<file path="config.mk">
export PLATFORM = sky130hd
export DESIGN_NAME = msi_ring_ctrl
export DESIGN_NICKNAME = d
export VERILOG_FILES = /design/src/rtl/msi_ring_pkg.sv /design/src/rtl/msi_ring_regs.sv /design/src/rtl/msi_ring_ptr.sv /design/src/rtl/msi_ring_wr.sv /design/src/rtl/msi_ring_ctrl.sv
export SDC_FILE = /design/constraint.sdc
export NUM_CORES = 1
export LEC_CHECK = 0
export BUFFER_PORTS_ARGS = -buffer_cell sky130_fd_sc_hd__buf_4
export CORE_MARGIN = 2
export CORE_UTILIZATION = 49
export DETAILED_ROUTE_END_ITERATION = 8
export PLACE_DENSITY = 0.77
export SETUP_SLACK_MARGIN = 0.05
export SLEW_MARGIN = 0
export SYNTH_ARGS = -nofsm -noshare
export SYNTH_HDL_FRONTEND = slang
export SYNTH_SLANG_ARGS = --single-unit
export TNS_END_PERCENT = 100
</file>
<file path="constraint.sdc">
create_clock -name clk_i -period 3.16 [get_ports clk_i]
set_input_delay 0.316 -clock clk_i [delete_from_list [all_inputs] [get_ports clk_i]]
set_output_delay 0.316 -clock clk_i [all_outputs]
set_load 0.02 [all_outputs]
</file>
<file path="src/rtl/msi_ring_pkg.sv">
package msi_ring_pkg;
  localparam int SIZE_W = 2;
  localparam int REG_W  = 32;

  typedef enum logic [2:0] {
    RA_CTRL    = 3'd0,
    RA_BASE_HI = 3'd1,
    RA_BASE_LO = 3'd2,
    RA_RD_OFF  = 3'd3,
    RA_WR_OFF  = 3'd4
  } reg_addr_e;

  localparam int CB_EN   = 0;
  localparam int CB_FULL = 1;
  localparam int CB_IRQ  = 3;
  localparam int CB_STOP = 4;
  localparam int CB_SZ   = 7;
  localparam int CB_OVF  = 16;

  typedef struct packed {
    logic [SIZE_W-1:0] size;
    logic              stop_full;
    logic              irq_en;
    logic              full_det;
    logic              enable;
  } ctrl_t;
endpackage

</file>
<file path="src/rtl/msi_ring_regs.sv">
module msi_ring_regs
  import msi_ring_pkg::*;
#(
  parameter int ADDR_W = 3,
  parameter int OFF_W  = 18
) (
  input  logic              clk_i,
  input  logic              rst_ni,
  input  logic [ADDR_W-1:0] reg_addr_i,
  input  logic              reg_wr_i,
  input  logic              reg_rd_i,
  input  logic [REG_W-1:0]  reg_wdata_i,
  output logic [REG_W-1:0]  reg_rdata_o,
  input  logic [OFF_W-1:0]  wr_off_i,
  input  logic [OFF_W-1:0]  rd_off_i,
  input  logic              ovf_set_i,
  output ctrl_t             ctrl_o,
  output logic [63:0]       base_o,
  output logic              sw_rd_we_o
);
  ctrl_t            ctrl_q;
  logic [REG_W-1:0] base_hi_q, base_lo_q, rdata_q, rd_mux;
  logic             ovf_q, ctrl_we, ovf_clr;

  assign ctrl_we = reg_wr_i && (reg_addr_i == ADDR_W'(RA_CTRL));
  assign ovf_clr = ctrl_we && reg_wdata_i[CB_OVF];
  assign sw_rd_we_o = reg_wr_i && (reg_addr_i == ADDR_W'(RA_RD_OFF));

  always_ff @(posedge clk_i or negedge rst_ni) begin
    if (!rst_ni) begin
      ctrl_q    <= '0;
      base_hi_q <= '0;
      base_lo_q <= '0;
      ovf_q     <= 1'b0;
    end else begin
      if (ctrl_we) begin
        ctrl_q.enable    <= reg_wdata_i[CB_EN];
        ctrl_q.full_det  <= reg_wdata_i[CB_FULL];
        ctrl_q.irq_en    <= reg_wdata_i[CB_IRQ];
        ctrl_q.stop_full <= reg_wdata_i[CB_STOP];
        ctrl_q.size      <= reg_wdata_i[CB_SZ +: SIZE_W];
      end
      if (reg_wr_i && reg_addr_i == ADDR_W'(RA_BASE_HI)) base_hi_q <= reg_wdata_i;
      if (reg_wr_i && reg_addr_i == ADDR_W'(RA_BASE_LO)) base_lo_q <= reg_wdata_i;
      // a drop in the same cycle as a clear wins
      if (ovf_set_i)    ovf_q <= 1'b1;
      else if (ovf_clr) ovf_q <= 1'b0;
    end
  end

  always_comb begin
    rd_mux = '0;
    case (reg_addr_i)
      ADDR_W'(RA_CTRL): begin
        rd_mux[CB_EN]            = ctrl_q.enable;
        rd_mux[CB_FULL]          = ctrl_q.full_det;
        rd_mux[CB_IRQ]           = ctrl_q.irq_en;
        rd_mux[CB_STOP]          = ctrl_q.stop_full;
        rd_mux[CB_SZ +: SIZE_W]  = ctrl_q.size;
        rd_mux[CB_OVF]           = ovf_q;
      end
      ADDR_W'(RA_BASE_HI): rd_mux = base_hi_q;
      ADDR_W'(RA_BASE_LO): rd_mux = base_lo_q;
      ADDR_W'(RA_RD_OFF):  rd_mux = REG_W'(rd_off_i);
      ADDR_W'(RA_WR_OFF):  rd_mux = REG_W'(wr_off_i);
      default:             rd_mux = '0;
    endcase
  end

  always_ff @(posedge clk_i or negedge rst_ni) begin
    if (!rst_ni)       rdata_q <= '0;
    else if (reg_rd_i) rdata_q <= rd_mux;
  end

  assign reg_rdata_o = rdata_q;
  assign ctrl_o      = ctrl_q;
  assign base_o      = {base_hi_q, base_lo_q};

  a_r10_ovf_sticky: assert property (@(posedge clk_i) disable iff (!rst_ni)
    (ovf_q && !ovf_clr) |=> ovf_q);
endmodule

</file>
<file path="src/rtl/msi_ring_ptr.sv">
module msi_ring_ptr
  import msi_ring_pkg::*;
#(
  parameter int OFF_W    = 18,
  parameter int SLOT_LOG = 4
) (
  input  logic             clk_i,
  input  logic             rst_ni,
  input  ctrl_t            ctrl_i,
  input  logic             msi_valid_i,
  input  logic             sw_rd_we_i,
  input  logic [REG_W-1:0] sw_rd_val_i,
  output logic [OFF_W-1:0] wr_off_o,
  output logic [OFF_W-1:0] rd_off_o,
  output logic             take_o,
  output logic             ovf_set_o
);
  localparam int NSIZE = 1 << SIZE_W;
  localparam logic [OFF_W-1:0] SLOT_STEP = OFF_W'(1 << SLOT_LOG);
  localparam logic [OFF_W-1:0] ALL_ONES  = '1;

  logic [OFF_W-1:0] wr_q, rd_q, wr_nxt, rd_nxt, size_mask, slot_mask;
  logic             full, drop, push_rd;

  assign size_mask = ALL_ONES >> (SIZE_W'(NSIZE - 1) - ctrl_i.size);
  assign slot_mask = size_mask & ~(SLOT_STEP - OFF_W'(1));
  assign wr_nxt    = (wr_q + SLOT_STEP) & size_mask;
  assign rd_nxt    = (rd_q + SLOT_STEP) & size_mask;

  assign full    = ctrl_i.full_det && (wr_nxt == rd_q);
  assign drop    = ctrl_i.enable && msi_valid_i && full && ctrl_i.stop_full;
  assign take_o  = ctrl_i.enable && msi_valid_i && !drop;
  assign push_rd = take_o && full;
  assign ovf_set_o = drop;

  always_ff @(posedge clk_i or negedge rst_ni) begin
    if (!rst_ni) begin
      wr_q <= '0;
      rd_q <= '0;
    end else begin
      if (take_o) wr_q <= wr_nxt;
      // software update has priority over hardware overwrite push
      if (sw_rd_we_i)   rd_q <= sw_rd_val_i[OFF_W-1:0] & slot_mask;
      else if (push_rd) rd_q <= rd_nxt;
    end
  end

  assign wr_off_o = wr_q;
  assign rd_off_o = rd_q;

  a_r9_hold_when_off: assert property (@(posedge clk_i) disable iff (!rst_ni)
    !ctrl_i.enable |=> $stable(wr_q));
  a_r10_drop_holds_wr: assert property (@(posedge clk_i) disable iff (!rst_ni)
    drop |=> $stable(wr_q));
  a_r11_overwrite_moves_rd: assert property (@(posedge clk_i) disable iff (!rst_ni)
    (push_rd && !sw_rd_we_i) |=> (rd_q != $past(rd_q)));
  a_r7_rd_aligned: assert property (@(posedge clk_i) disable iff (!rst_ni)
    sw_rd_we_i |=> (rd_q[SLOT_LOG-1:0] == '0));
endmodule

</file>
<file path="src/rtl/msi_ring_wr.sv">
module msi_ring_wr
  import msi_ring_pkg::*;
#(
  parameter int OFF_W    = 18,
  parameter int SLOT_LOG = 4,
  parameter int ENTRY_W  = 128
) (
  input  logic               clk_i,
  input  logic               rst_ni,
  input  logic               take_i,
  input  logic [63:0]        base_i,
  input  logic [OFF_W-1:0]   wr_off_i,
  input  logic [REG_W-1:0]   msi_data_i,
  output logic               mem_wr_o,
  output logic [63:0]        mem_addr_o,
  output logic [ENTRY_W-1:0] mem_wdata_o
);
  logic [63:0] base_al;

  assign base_al = {base_i[63:SLOT_LOG], SLOT_LOG'(0)};

  always_ff @(posedge clk_i or negedge rst_ni) begin
    if (!rst_ni) begin
      mem_wr_o    <= 1'b0;
      mem_addr_o  <= '0;
      mem_wdata_o <= '0;
    end else begin
      mem_wr_o <= take_i;
      if (take_i) begin
        mem_addr_o  <= base_al + 64'(wr_off_i);
        mem_wdata_o <= ENTRY_W'(msi_data_i);
      end
    end
  end

  a_r4_slot_upper_zero: assert property (@(posedge clk_i) disable iff (!rst_ni)
    mem_wr_o |-> (mem_wdata_o[ENTRY_W-1:REG_W] == '0));
endmodule

</file>
<file path="src/rtl/msi_ring_ctrl.sv">
module msi_ring_ctrl
  import msi_ring_pkg::*;
#(
  parameter int ADDR_W   = 3,
  parameter int BASE_LOG = 15,
  parameter int SLOT_LOG = 4,
  localparam int OFF_W   = BASE_LOG + (1 << SIZE_W) - 1,
  localparam int ENTRY_W = 8 << SLOT_LOG
) (
  input  logic               clk_i,
  input  logic               rst_ni,
  input  logic [ADDR_W-1:0]  reg_addr_i,
  input  logic               reg_wr_i,
  input  logic               reg_rd_i,
  input  logic [31:0]        reg_wdata_i,
  output logic [31:0]        reg_rdata_o,
  input  logic               msi_valid_i,
  input  logic [31:0]        msi_data_i,
  output logic               mem_wr_o,
  output logic [63:0]        mem_addr_o,
  output logic [ENTRY_W-1:0] mem_wdata_o,
  output logic               irq_o
);
  ctrl_t            ctrl;
  logic [63:0]      base;
  logic [OFF_W-1:0] wr_off, rd_off;
  logic             sw_rd_we, take, ovf_set;

  msi_ring_regs #(.ADDR_W(ADDR_W), .OFF_W(OFF_W)) u_regs (
    .clk_i, .rst_ni, .reg_addr_i, .reg_wr_i, .reg_rd_i, .reg_wdata_i, .reg_rdata_o,
    .wr_off_i(wr_off), .rd_off_i(rd_off), .ovf_set_i(ovf_set),
    .ctrl_o(ctrl), .base_o(base), .sw_rd_we_o(sw_rd_we)
  );

  msi_ring_ptr #(.OFF_W(OFF_W), .SLOT_LOG(SLOT_LOG)) u_ptr (
    .clk_i, .rst_ni, .ctrl_i(ctrl), .msi_valid_i,
    .sw_rd_we_i(sw_rd_we), .sw_rd_val_i(reg_wdata_i),
    .wr_off_o(wr_off), .rd_off_o(rd_off), .take_o(take), .ovf_set_o(ovf_set)
  );

  msi_ring_wr #(.OFF_W(OFF_W), .SLOT_LOG(SLOT_LOG), .ENTRY_W(ENTRY_W)) u_wr (
    .clk_i, .rst_ni, .take_i(take), .base_i(base), .wr_off_i(wr_off),
    .msi_data_i, .mem_wr_o, .mem_addr_o, .mem_wdata_o
  );

  assign irq_o = ctrl.enable && ctrl.irq_en && (wr_off != rd_off);

  a_r3_write_follows_msi: assert property (@(posedge clk_i) disable iff (!rst_ni)
    mem_wr_o |-> ($past(msi_valid_i) && $past(ctrl.enable)));
  a_r8_irq_has_cause: assert property (@(posedge clk_i) disable iff (!rst_ni)
    $rose(irq_o) |-> ($past(msi_valid_i) || $past(reg_wr_i)));
endmodule

</file>
== After elaboration in Yosys (flattened, before gate mapping) ==
Cells that the tools add are included.

* Input port bits: 72
* Word-level logic and storage cells: 57
* Bits in registers: 236
* Output and inout bits: 226

* Bitwise gates (word level): 3
* Add/subtract/negate cells: 4
* Muxes and demuxes: 12
* Shifts and indexed selects: 1
* Reduce and logical (&&, ||, !) cells: 17
* Equal/unequal tests: 6

{| class="wikitable"
|+ Operators with widths
! kind !! count
|-
| 64-bit by 18-bit adder with 64-bit output || 1
|-
| 15-bit case mux with 4 select lines || 1
|-
| 18-bit bitwise AND || 3
|-
| 18-bit by 5-bit adder with 18-bit output (second input constant) || 2
|-
| 18-bit 2-to-1 mux || 2
|-
| 2-bit case mux with 5 select lines || 3
|-
| 7-bit case mux with 4 select lines || 1
|-
| 18-bit == test || 1
|-
| 18-bit inequality test || 1
|-
| 18-bit by 2-bit >> shifter with 18-bit output (first input constant) || 1
|-
| 1-bit logical AND || 13
|-
| 2-bit case mux with 4 select lines || 1
|-
| 3-bit by 2-bit == test with 1-bit output (second input constant) || 2
|-
| 1-bit case mux with 5 select lines || 1
|-
| 1-bit case mux with 4 select lines || 1
|-
| 2-bit nonzero test || 2
|-
| 3-bit by 1-bit == test with 1-bit output (second input constant) || 1
|-
| 3-bit == test (second input constant) || 1
|-
| 3-bit logical NOT || 1
|-
| 1-bit 2-to-1 mux || 2
|-
| 2-bit subtractor (first input constant) || 1
|-
| 1-bit logical NOT || 1
|}

== Depth between registers and ports, before layout ==
* Depth after elaboration: 12
* Gate-level depth with buffers: 12

== Cells and area by module ==
A second synthesis with hierarchy kept.

* Cells, all modules: 1265
* Area, all modules: 13062.5 um^2

{| class="wikitable"
|+ By module, submodules not included
! module !! area each (um^2) !! seq. area each (um^2) !! instances !! cells each
|-
| msi_ring_wr || 6018.3 || 2427.3 || 1 || 616
|-
| msi_ring_regs || 4611.9 || 2577.5 || 1 || 359
|-
| msi_ring_ptr || 2232.1 || 700.7 || 1 || 265
|-
| msi_ring_ctrl || 200.2 || 0.0 || 1 || 25
|}

== Worst setup path after synthesis ==
Ideal clock, no wire load.

* Kind: flip-flop to flip-flop
* Start point: reg u_ptr.wr_q[12], in the netlist u_ptr.wr_off_o[12]
* End point: reg u_ptr.rd_q[11], in the netlist u_ptr.rd_off_o[11]
* Setup slack: 0.211 ns
* Buffers on the path: 1
* Period minus slack after synthesis: 2.949 ns
* Data required time: 3.078 ns
* Arrival time: 2.867 ns
* Setup time: 0.082 ns
* Cell stages (with the launch flop): 10
* Path through: dfrtp_1 > buf_2 > nand4_1 > nor4_1 > mux2_2 > a31oi_1 > nand4_1 > or4_4 > or4_1 > a31oi_1

* Cells in the longest elaborated chain, start to end: 10

{| class="wikitable"
|+ RTL lines
! what !! line !! RTL
|-
| start, declared || msi_ring_ptr.sv:22 || <nowiki>logic [OFF_W-1:0] wr_q, rd_q, wr_nxt, rd_nxt, size_mask, slot_mask;</nowiki>
|-
| start signal, assigned || msi_ring_ptr.sv:41 || <nowiki>if (take_o) wr_q <= wr_nxt;</nowiki>
|-
| 18-bit by 5-bit adder with 18-bit output (*) || msi_ring_ptr.sv:27 || <nowiki>assign wr_nxt = (wr_q + SLOT_STEP) & size_mask;</nowiki>
|-
| 18-bit bitwise AND (*) || msi_ring_ptr.sv:27 ||
|-
| 18-bit == test (*) || msi_ring_ptr.sv:30 || <nowiki>assign full = ctrl_i.full_det && (wr_nxt == rd_q);</nowiki>
|-
| 1-bit logical AND (*) || msi_ring_ptr.sv:30 ||
|-
| 1-bit logical AND (2 in a row) || msi_ring_ptr.sv:31 || <nowiki>assign drop = ctrl_i.enable && msi_valid_i && full && ctrl_i.stop_full;</nowiki>
|-
| 1-bit logical NOT || msi_ring_ptr.sv:32 || <nowiki>assign take_o = ctrl_i.enable && msi_valid_i && !drop;</nowiki>
|-
| 1-bit logical AND || msi_ring_ptr.sv:32 ||
|-
| 1-bit logical AND (*) || msi_ring_ptr.sv:33 || <nowiki>assign push_rd = take_o && full;</nowiki>
|-
| 2-bit nonzero test (no source line) (*) || - ||
|-
| end signal, assigned || msi_ring_ptr.sv:43 || <nowiki>if (sw_rd_we_i) rd_q <= sw_rd_val_i[OFF_W-1:0] & slot_mask;</nowiki>
|-
| end signal, assigned || msi_ring_ptr.sv:44 || <nowiki>else if (push_rd) rd_q <= rd_nxt;</nowiki>
|-
| end, declared || msi_ring_ptr.sv:22 ||
|}

Mark *: on every way between the ends. The rest lies on a longest branch, timed or not.
A chain may end at the register's enable or synchronous reset.

== Worst setup path in the final report ==
* Start point: reg u_ptr.wr_q[11], in the netlist u_ptr.wr_off_o[11]
* End point: reg u_ptr.rd_q[11], in the netlist u_ptr.rd_off_o[11]

The elaborated chain is that of the path after synthesis.

==> impl_metrics.json <==
{
  "status": "finished clean",
  "fin_crit_ns": 3.02,
  "power.share.clock_pct": 26.6,
  "slew_violations": 0,
  "num_io_pins": 298,
  "critPathTopFamily": "simple AND/OR/NAND/NOR gates",
  "synth-seq-area-share_pct": 44.9,
  "synthArstFlopShare_pct": 100,
  "ys.flop_type": "dfrtp_1",
  "cts.sinks": 224,
  "crit_required_ns": 3.61,
  "antenna_found_initial": 0,
  "syn-cell-area_um2": 12500,
  "path_cells": "nand4_1 > nor4_1 > mux2_2 > a31oi_1 > nand4_1 > or4_4 > or4_1 > a31oi_1",
  "via_count": 10200,
  "placed_cell_area_um2": 14300,
  "arrival_ns": 3.47,
  "path_buf_inv": 0,
  "slew_headroom_pct": 44.8,
  "critPathKind": "flop to flop",
  "peakVddDrop_mv": 0.479,
  "end_kind": "flop",
  "first_iter_violations": 916,
  "cap_violations": 0,
  "grt_pass1_wl_mm": 55.4,
  "synthTopCellsByCount": "224 x dfrtp_1, 117 x mux2_2, 100 x buf_4, 85 x nor2_1, 68 x nand2_1",
  "routed_wl_mm": 35.7,
  "synth_top_area_share_pct": 44.9,
  "hold_path.class": "primary input to flop",
  "die-area_um2": 26800,
  "cts_tree": "yes",
  "syn_inst": 1235,
  "yosys_register_bits": 224,
  "max_clock_freq_mhz": 332,
  "power_density_nw_per_um2": 759,
  "min_period_over_period_pct": 95.4,
  "synth.distinct_cells": 69,
  "fin_nets": 1560,
  "fp.dieW_um": 164,
  "design.core.area_um2": 25100,
  "clk_pin_slew_worst_paths_ns": 0.06,
  "power_frac_comb_pct": 36.2,
  "cts_htree_levels": 1,
  "dp_slack_ns": 0.104,
  "syn_avg_cell_area_um2": 10.1,
  "power_frac_seq_pct": 37.2,
  "synth_warnings": 0,
  "cp_slowest_stage_delay_ns": 0.60,
  "dr.pass1.iters": 7,
  "grt.total_usage_pct": 26.4,
  "drive_gt1_share_pct": 30.0,
  "p_sw_w": 0.00423,
  "setup_ws_ns": 0.145,
  "insertion_delay_ns": 0.54,
  "nFillCells": 2073,
  "viasPerCell": 5.62,
  "cts_root_buf": "clkbuf_16",
  "start_util_pct": 49.8,
  "rsz0062_at_grt": "no",
  "grt_max_degree": 97,
  "fin_setup_tns_ns": 0,
  "grt_overflow_total": 0,
  "worstPathMaxFanout": 4,
  "num_antenna_cells": 0,
  "port_buffers": 197,
  "setup_viol": 0,
  "globalplace.congestion": 0.977,
  "crit_path_top_delay_cell": "or4_4",
  "synth_edf_count": 0,
  "clk_path_buf_depth": 3,
  "syn2layout_area_growth_pct": 23.1,
  "switching_share_pct": 36.2,
  "cts_buffers": 26,
  "die_height_um": 164,
  "skew_ns": 0.0146,
  "ys_top_cells_by_area": "dfrtp_1 45%, mux2_2 11%, buf_4 6.0%, xnor2_1 3.4%, a21oi_1 2.7%",
  "internal_power_w": 0.00744,
  "grt_pass1_vias": 9916,
  "power.leakage_nw": 6.80,
  "hpwl_mm": 26.2,
  "synth.most_common_cell": "dfrtp_1",
  "drc": 0,
  "synth_top_area_cell": "dfrtp_1",
  "num_rows": 58,
  "start_kind": "flop",
  "wl_per_cell_um": 19.6,
  "tightestPinTransition_ns": 0.827,
  "finalHoldViolations": 0,
  "ant_nets": 0,
  "final_area_um2": 15400
}
==> worst paths after layout <==
path                                                    start                                 end  slack [ns]  depth (start not counted)
max reg2reg                    u_ptr.wr_off_o[11]$_DFFE_PN0N_      u_ptr.rd_off_o[11]$_DFFE_PN0P_        0.14                          8
min in group asynchronous                              rst_ni       u_ptr.rd_off_o[6]$_DFFE_PN0P_        0.38                          2
min reg2reg                u_regs.reg_rdata_o[16]$_DFFE_PN0P_  u_regs.reg_rdata_o[16]$_DFFE_PN0P_        0.48                          1
max in group asynchronous                              rst_ni    u_wr.mem_wdata_o[22]$_DFFE_PN0N_        1.85                          3
max                            u_ptr.wr_off_o[11]$_DFFE_PN0N_      u_ptr.rd_off_o[11]$_DFFE_PN0P_        0.14                          8
min                                            msi_data_i[15]    u_wr.mem_wdata_o[15]$_DFFE_PN0N_        0.01                          2
==> layout by cell type, fill, tap and decap left out, types with 31 or more instances in the layout <==
cell type / count
a21oi_1: 66
a22oi_1: 31
buf_4: 258
conb_1: 100
dfrtp_1: 223
inv_1: 44
mux2_2: 117
nand2_1: 68
nand3_1: 37
nor2_1: 84
xnor2_1: 48
xor2_1: 35
==> layout make-up <==
cell class	count	area, µm²	share of cell area (%)
Clock buffer	34	711	4.62
Clock inverter	11	175	1.14
Inverter	44	165	1.07
Multi-Input combinational cell	892	6040	39.3
Sequential cell	224	5610	36.5
Tap cell	330	413	2.69
Timing Repair Buffer	283	2260	14.7
==> registers in the layout, summed over array words and instances (netlist names) <==
register / count
u_regs.reg_rdata_o: 32
u_regs.base_lo_q: 32
u_regs.base_hi_q: 32
u_regs.ctrl_o: 6
u_wr.mem_wdata_o: 32
u_regs.ovf_q: 1
u_wr.mem_addr_o: 60
u_ptr.rd_off_o: 14
u_wr.mem_wr_o: 1
u_ptr.wr_off_o: 14
==> repair_timing <==
action | in CTS | in global routing
hold endpoints to repair | 108 | 0
gates resized for setup | 0 | 7
setup buffers | 0 | 4
endpoints found under the setup margin | 0 | 88
hold buffers | 17 | 0
==> stage by stage <==
step	hold slack [ns]	total power [W]	util, %	cells
CTS	0.000430	0.0117	61.0	1814
floorplan	0.0204	0.00679	-	1334
detailed placement	0.402	0.00852	56.8	1752
finish	0.0132	0.0117	61.2	1818
global route	0.00519	0.0123	61.2	1818
global placement	0.398	0.00842	56.8	1752
==> metal layers <==
metal	GRT usage, %	up-vias	share of wire, %	wire length, µm
met4	10.4	0	3.9	1380
met5	0	-	0	0
met2	43.2	447	48	17000
li1	-	4649	-	-
met1	35.3	5040	41	14800
met3	4.22	90	7.0	2510
==> cell families after synthesis <==
family,synth area share (%)
adder cells (fa/ha/maj),1.76
AO/OA/AOI/OAI,11.2
multiplexers,12.2
buffers and inverters,10.0
flip-flops,44.9
AND/OR/NAND/NOR,13.9
other,0.0300
XOR/XNOR,6.02
==> power groups by stage <==
stage	combinational [W]	sequential [W]	clock, W
after floorplan	0.00198	0.00481	0
after global placement	0.00409	0.00433	0
after detailed placement	0.00415	0.00437	0
after CTS	0.00419	0.00433	0.00315
after global routing	0.00455	0.00443	0.00327
final	0.00423	0.00434	0.00310
No activity file was read; power rests on OpenSTA's default activity.
